$ cat config.mk
export PLATFORM = sky130hd
export DESIGN_NAME = csr_access_gate
export DESIGN_NICKNAME = d
export VERILOG_FILES = /design/src/rtl/csr_gate_pkg.sv /design/src/rtl/csr_priv_check.sv /design/src/rtl/csr_counter_gate.sv /design/src/rtl/csr_fp_gate.sv /design/src/rtl/csr_rmw_merge.sv /design/src/rtl/csr_access_gate.sv
export SDC_FILE = /design/constraint.sdc
export NUM_CORES = 1
export LEC_CHECK = 0
export BUFFER_PORTS_ARGS = -buffer_cell sky130_fd_sc_hd__buf_2
export CAP_MARGIN = 40
export CORE_UTILIZATION = 44
export DETAILED_ROUTE_END_ITERATION = 16
export GPL_ROUTABILITY_DRIVEN = 0
export HOLD_SLACK_MARGIN = 0.1
export PLACE_DENSITY_LB_ADDON = 0.15
export SLEW_MARGIN = 20
export SYNTH_ARGS = -nofsm -noshare
export SYNTH_HDL_FRONTEND = slang
export SYNTH_HIERARCHICAL = 1
export SYNTH_SLANG_ARGS = --single-unit
$ cat constraint.sdc
create_clock -name clk -period 0.8 [get_ports clk]
set_input_delay 0.08 -clock clk [delete_from_list [all_inputs] [get_ports clk]]
set_output_delay 0.08 -clock clk [all_outputs]
set_load 0.05 [all_outputs]
$ cat src/rtl/csr_gate_pkg.sv
package csr_gate_pkg;

   typedef enum logic [1:0] {
      PRIV_U = 2'd0,
      PRIV_S = 2'd1,
      PRIV_M = 2'd3
   } priv_e;

   localparam int ADDR_W   = 12;
   localparam int CNT_W    = 32;
   localparam int CNT_SEL_W = $clog2(CNT_W);

   // upper address bits of the two user counter windows
   localparam logic [ADDR_W-6:0] CTR_LO_PAGE = 7'h60;
   localparam logic [ADDR_W-6:0] CTR_HI_PAGE = 7'h64;

   typedef struct packed {
      logic priv_fail;
      logic ro_fail;
      logic absent_fail;
      logic ctr_fail;
      logic fp_fail;
   } deny_t;

endpackage

$ cat src/rtl/csr_priv_check.sv
module csr_priv_check
   import csr_gate_pkg::*;
(
   input  logic [3:0] addr_hi,
   input  logic [1:0] priv,
   input  logic       wmask_nz,
   input  logic       present,
   output logic       priv_fail,
   output logic       ro_fail,
   output logic       absent_fail
);
   logic [1:0] need_lvl;
   logic       ro_space;

   assign need_lvl    = addr_hi[1:0];
   assign ro_space    = (addr_hi[3:2] == 2'b11);
   assign priv_fail   = (priv < need_lvl);
   assign ro_fail     = ro_space & wmask_nz;
   assign absent_fail = ~present;
endmodule

$ cat src/rtl/csr_counter_gate.sv
module csr_counter_gate
   import csr_gate_pkg::*;
#(
   parameter int  EN_W           = 32,
   parameter bit  HAS_SUPERVISOR = 1'b1
)(
   input  logic [ADDR_W-1:0] addr,
   input  logic [1:0]        priv,
   input  logic [EN_W-1:0]   m_en,
   input  logic [EN_W-1:0]   s_en,
   output logic              ctr_fail
);
   localparam int SEL_W = $clog2(EN_W);

   logic              in_window;
   logic [EN_W-1:0]   chain;
   logic [SEL_W-1:0]  sel;

   generate
      if (EN_W != 32) begin : g_bad_width
         $error("csr_counter_gate: EN_W must be 32");
      end
   endgenerate

   assign in_window = (addr[ADDR_W-1:5] == CTR_LO_PAGE) |
                      (addr[ADDR_W-1:5] == CTR_HI_PAGE);
   assign sel = addr[SEL_W-1:0];

   generate
      if (HAS_SUPERVISOR) begin : g_two_layer
         always_comb begin
            chain = '1;
            if (priv < PRIV_M) chain = chain & m_en;
            if (priv < PRIV_S) chain = chain & s_en;
         end
      end else begin : g_one_layer
         logic unused_s;
         assign unused_s = ^s_en;
         always_comb begin
            chain = '1;
            if (priv < PRIV_M) chain = chain & m_en;
         end
      end
   endgenerate

   assign ctr_fail = in_window & ~chain[sel];
endmodule

$ cat src/rtl/csr_fp_gate.sv
module csr_fp_gate (
   input  logic       is_fp,
   input  logic [1:0] fs,
   input  logic       debug,
   output logic       fp_fail
);
   assign fp_fail = is_fp & (fs == 2'b00) & ~debug;
endmodule

$ cat src/rtl/csr_rmw_merge.sv
module csr_rmw_merge #(
   parameter int XLEN = 32
)(
   input  logic [XLEN-1:0] old_val,
   input  logic [XLEN-1:0] new_val,
   input  logic [XLEN-1:0] mask,
   output logic [XLEN-1:0] merged
);
   generate
      for (genvar b = 0; b < XLEN; b++) begin : g_bit
         assign merged[b] = mask[b] ? new_val[b] : old_val[b];
      end
   endgenerate
endmodule

$ cat src/rtl/csr_access_gate.sv
module csr_access_gate
   import csr_gate_pkg::*;
#(
   parameter int XLEN           = 32,
   parameter bit HAS_SUPERVISOR = 1'b1
)(
   input  logic                clk,
   input  logic                rst_n,
   input  logic                req_valid,
   input  logic [ADDR_W-1:0]   req_addr,
   input  logic [1:0]          req_priv,
   input  logic [XLEN-1:0]     req_wdata,
   input  logic [XLEN-1:0]     req_wmask,
   input  logic                req_debug,
   input  logic [1:0]          fs_state,
   input  logic [CNT_W-1:0]    m_cnt_en,
   input  logic [CNT_W-1:0]    s_cnt_en,
   input  logic                csr_present,
   input  logic                csr_fp,
   input  logic [XLEN-1:0]     csr_old,
   output logic                rsp_valid,
   output logic                rsp_illegal,
   output logic [XLEN-1:0]     rsp_rdata,
   output logic                wr_en,
   output logic [ADDR_W-1:0]   wr_addr,
   output logic [XLEN-1:0]     wr_data,
   output logic                fs_mark_dirty
);
   generate
      if (XLEN != 32 && XLEN != 64) begin : g_bad_xlen
         $error("csr_access_gate: XLEN must be 32 or 64");
      end
   endgenerate

   deny_t           deny;
   logic            wmask_nz;
   logic            refuse;
   logic            do_write;
   logic [XLEN-1:0] merged;

   assign wmask_nz = |req_wmask;

   csr_priv_check u_priv (
      .addr_hi     (req_addr[ADDR_W-1:8]),
      .priv        (req_priv),
      .wmask_nz    (wmask_nz),
      .present     (csr_present),
      .priv_fail   (deny.priv_fail),
      .ro_fail     (deny.ro_fail),
      .absent_fail (deny.absent_fail)
   );

   csr_counter_gate #(
      .EN_W           (CNT_W),
      .HAS_SUPERVISOR (HAS_SUPERVISOR)
   ) u_ctr (
      .addr     (req_addr),
      .priv     (req_priv),
      .m_en     (m_cnt_en),
      .s_en     (s_cnt_en),
      .ctr_fail (deny.ctr_fail)
   );

   csr_fp_gate u_fp (
      .is_fp   (csr_fp),
      .fs      (fs_state),
      .debug   (req_debug),
      .fp_fail (deny.fp_fail)
   );

   csr_rmw_merge #(.XLEN(XLEN)) u_merge (
      .old_val (csr_old),
      .new_val (req_wdata),
      .mask    (req_wmask),
      .merged  (merged)
   );

   assign refuse   = |deny;
   assign do_write = req_valid & ~refuse & wmask_nz;

   always_ff @(posedge clk or negedge rst_n) begin
      if (!rst_n) begin
         rsp_valid     <= 1'b0;
         rsp_illegal   <= 1'b0;
         rsp_rdata     <= '0;
         wr_en         <= 1'b0;
         wr_addr       <= '0;
         wr_data       <= '0;
         fs_mark_dirty <= 1'b0;
      end else begin
         rsp_valid     <= req_valid;
         rsp_illegal   <= req_valid & refuse;
         rsp_rdata     <= (req_valid & ~refuse) ? csr_old : '0;
         wr_en         <= do_write;
         wr_addr       <= do_write ? req_addr : '0;
         wr_data       <= do_write ? merged : '0;
         fs_mark_dirty <= do_write & csr_fp;
      end
   end

   // one response per request, one cycle later
   a_r9_rsp_follows_req: assert property (@(posedge clk) disable iff (!rst_n)
      req_valid |=> rsp_valid);
   a_r9_no_rsp_when_idle: assert property (@(posedge clk) disable iff (!rst_n)
      !req_valid |=> !rsp_valid && !wr_en);
   // a refused access never writes and returns zero
   a_r8_illegal_no_write: assert property (@(posedge clk) disable iff (!rst_n)
      rsp_illegal |-> !wr_en && rsp_rdata == '0);
   a_r8_absent_refused: assert property (@(posedge clk) disable iff (!rst_n)
      req_valid && !csr_present |=> rsp_illegal);
   // writes into the read-only space are refused
   a_r2_ro_write_refused: assert property (@(posedge clk) disable iff (!rst_n)
      req_valid && req_addr[11:10] == 2'b11 && req_wmask != '0 |=> rsp_illegal);
   // zero mask never writes
   a_r7_zero_mask_no_write: assert property (@(posedge clk) disable iff (!rst_n)
      req_valid && req_wmask == '0 |=> !wr_en && !fs_mark_dirty);
   // dirty pulse only accompanies a write
   a_r5_dirty_with_write: assert property (@(posedge clk) disable iff (!rst_n)
      fs_mark_dirty |-> wr_en);
   // machine-level address refused from user level
   a_r1_user_to_machine: assert property (@(posedge clk) disable iff (!rst_n)
      req_valid && req_priv == 2'd0 && req_addr[9:8] == 2'b11 |=> rsp_illegal);
endmodule

==> results.md <==
* Run status: finished, violations left
* Failing checks: negative setup slack
* Synth Area in Compound Gates at 0.1850
* Fin. Hold Viols at 0
* Antenna violations before repair at 0
* DRT antenna net count at 0
* 1st-iter DRT viols at 241
* Top Ports at ~260
* Dpl hpwl at around 11000 um
* Largest family of logic cells by synthesized area: compound AO/OA/AOI/OAI gates
* Sequential share of the synthesized area at 0.4626
* Kind of critical path: in2reg
* Slew Viols, Final at 0
* Critical path data required time at between 1 and 1.5 ns
* Ys async rst share at 1.000
* MaxCap Viol Count at 0
* Starting density of the core at 0.4618
* Fin cells at between 800 and 900
* Die X at just over 100 um
* Layout cells sized above 1 at 0.5917
* WP data arrival at 2.19 ns
* Chip Height at 101.2 um
* Synth top area share at 0.4626
* Syn_area_per_cell at ~11 um2
* RSZ-0062 raised after global routing: yes
* GRT Total Usage at 0.3455
* Post-synth EDFFs at 0
* Adder-cell area share of the yosys netlist at 0.002891
* CP endpoint kind: register
* Pwr dens at between 1000 and 1500 nW/um2
* Remaining Overflow, GRT at 0
* Post-synthesis mux area share at 0.1110
* Final core occ at 0.8334
* Final setup vio count at 159
* Hold Path Class: in2async
* Pre-antenna DRT Iters at 5
* Leak at 3.857 nW
* Max_slew headroom at 0.6008
* Count leader, synth: dfrtp_1
* Worst Path Max Fanout at 8
* CTS max path bufs at 2
* Routed length per placed instance at just over 20 um
* Final setup margin at -1.133 ns
* Pwr Total at around 10 mW
* Period utilisation layout at 2.416
* # port buffers at approximately 260
* Post-synth top area cell: dfrtp_1
* Synth Cell Area at about 4300 um2
* P&R area growth vs syn at 80.46%
* Dpl cells at ~830
* Mapped Cells at 405
* CTS clock-pin slew for the worst setup and hold paths at around 0.10 ns
* Maximum vdd drop at around 0.87 mV
* ANT cells at 0
* Hold buffer count at cts at 41
* DRC viols at 0
* Ys Warns at 6
* Tightest Pin Transition at between 0.5 and 0.6 ns
* DRT Wirelength at roughly 18000 um
* Row cnt at 35
* Global-route wire length before repair at about 27000 um
* Startpoint class of the critical path: primary input
* Final nets at around 950
* Placed inst area at between 6000 and 7000 um2
* Synth Area in XOR/XNOR at 0
* Crit path time final at slightly below 2 ns
* Max Freq at approximately 520 MHz
* CTS buffer count at 9
* Synth Register Bits at 80
* Final instance area at a little under 8000 um2
* Synth area leaders: dfrtp_1, mux2_4, nand4_1, a21oi_1, and2_1
* Clock root cell: clkbuf_8
* Post-Synth Simple-Gate Area at 0.1755
* Post-Syn Nets at 588
* H-tree levels at 3
* Vias in the first global route at approximately 5200
* Vias per cell at roughly 5.7
* Largest net degree at the start of global routing at 47
* Via count at 5082
* Clock Sinks at 80
* Die area at 10240 um2
* DP Worst Slack at -1.661 ns
* TritonCTS clock tree: done
* Core ar. at between 9000 and 10000 um2
* Yosys cell types at 37
* Top cells by count, synth: dfrtp_1, a21oi_1, nand4_1
* Predominant post-synthesis flop cell: dfrtp_1
[how the worst max path moves through the flow]
stage / from / to / slack [ns] / cells past startpoint
after floorplan: req_priv[1] / rsp_rdata[10]$_DFF_PN0_ / -1.12 / 11
after global placement: req_priv[1] / rsp_rdata[10]$_DFF_PN0_ / -1.58 / 11
after detailed placement: req_priv[1] / wr_en$_DFF_PN0_ / -1.66 / 12
after CTS: req_addr[1] / rsp_rdata[2]$_DFF_PN0_ / -1.15 / 13
after global routing: req_priv[1] / rsp_rdata[29]$_DFF_PN0_ / -1.22 / 13
final: req_priv[1] / rsp_rdata[14]$_DFF_PN0_ / -1.13 / 13
[final cells by class]
| class | instances | area (um2) |
|---|---|---|
| flip-flops and latches | 80 | 2002 |
| multi-input cells | 279 | 2291 |
| well taps | 129 | 161.4 |
| fillers | 563 | 1562 |
| repair buffers | 389 | 3156 |
| clock inverters | 7 | 55.05 |
| clock buffers | 9 | 123.9 |
| inverters | 5 | 21.27 |
[kinds of logic (layout without fill, tap and decap cells)]
family | Yosys count | in the layout
flops | 80 | 80
buf+inv | 46 | 410
fa+ha+maj | 1 | 1
compound gates | 125 | 125
mux | 32 | 32
simple gates | 121 | 121
[what timing repair did]
action,in CTS,in global routing
buffers inserted,9,2
hold endpoints to repair,121,1
resized for setup,218,36
pin swaps,22,43
cloned,7,2
setup endpoints to repair,159,159
[sequential cells by signal, indices dropped and copies added, names as in the netlist]
register / cells
fs_mark_dirty: 1
rsp_illegal: 1
rsp_rdata: 32
rsp_valid: 1
wr_addr: 12
wr_data: 32
wr_en: 1
[where the power goes]
| part | switching [mW] | internal [mW] |
|---|---|---|
| logic | 1.57 | 1.59 |
| registers | 0.0673 | 4.16 |
| clock network | 1.64 | 1.17 |
[stage by stage]
step	hold slack, ns	TNS, ns
after CTS	0.08723	-100.68
after global routing	0.1039	-108.48
after detailed placement	-0.06841	-122.67
after floorplan	-0.2156	-85.87
after global placement	-0.06562	-117.65
final	0.09940	-99.23
[per-layer routing]
layer  part of all wire  track usage  vias up
li1                   -            -     2249
met1               0.35       0.3781     2413
met2               0.52       0.6295      348
met3              0.080      0.06280       72
met4              0.054       0.1962        0
met5                  0            0        -
[critical path: stages]
cell and delay [ns]:
buf_12 0.11, o21a_1 0.19, o221ai_2 0.14, nand4b_1 0.14, buf_4 0.17, a2111oi_4 0.41, nor4_2 0.08, nor3_2 0.21
nor4_4 0.07, and3_4 0.17, buf_12 0.13, buf_12 0.13, and2_1 0.13
[cell usage in the layout, fill, tap and decap left out, types with 3 or more instances in the layout]
cell,netlist,layout
nand4_1,49,49
buf_6,7,86
a21oi_2,1,16
and2_1,33,17
o21ai_1,0,3
o21a_1,24,24
buf_16,0,3
and2_4,0,15
dfrtp_1,80,80
a21oi_1,54,39
nor4_2,1,4
o221ai_2,0,4
buf_2,11,175
buf_4,8,69
nor2_1,6,4
nor4_1,9,4
o21ai_0,16,11
dlygate4sd3_1,0,41
nand2_1,4,4
inv_1,5,4
mux2_4,32,32
buf_12,0,11
clkbuf_8,0,9
o221ai_1,23,19
No activity file was read; power rests on OpenSTA's default activity.
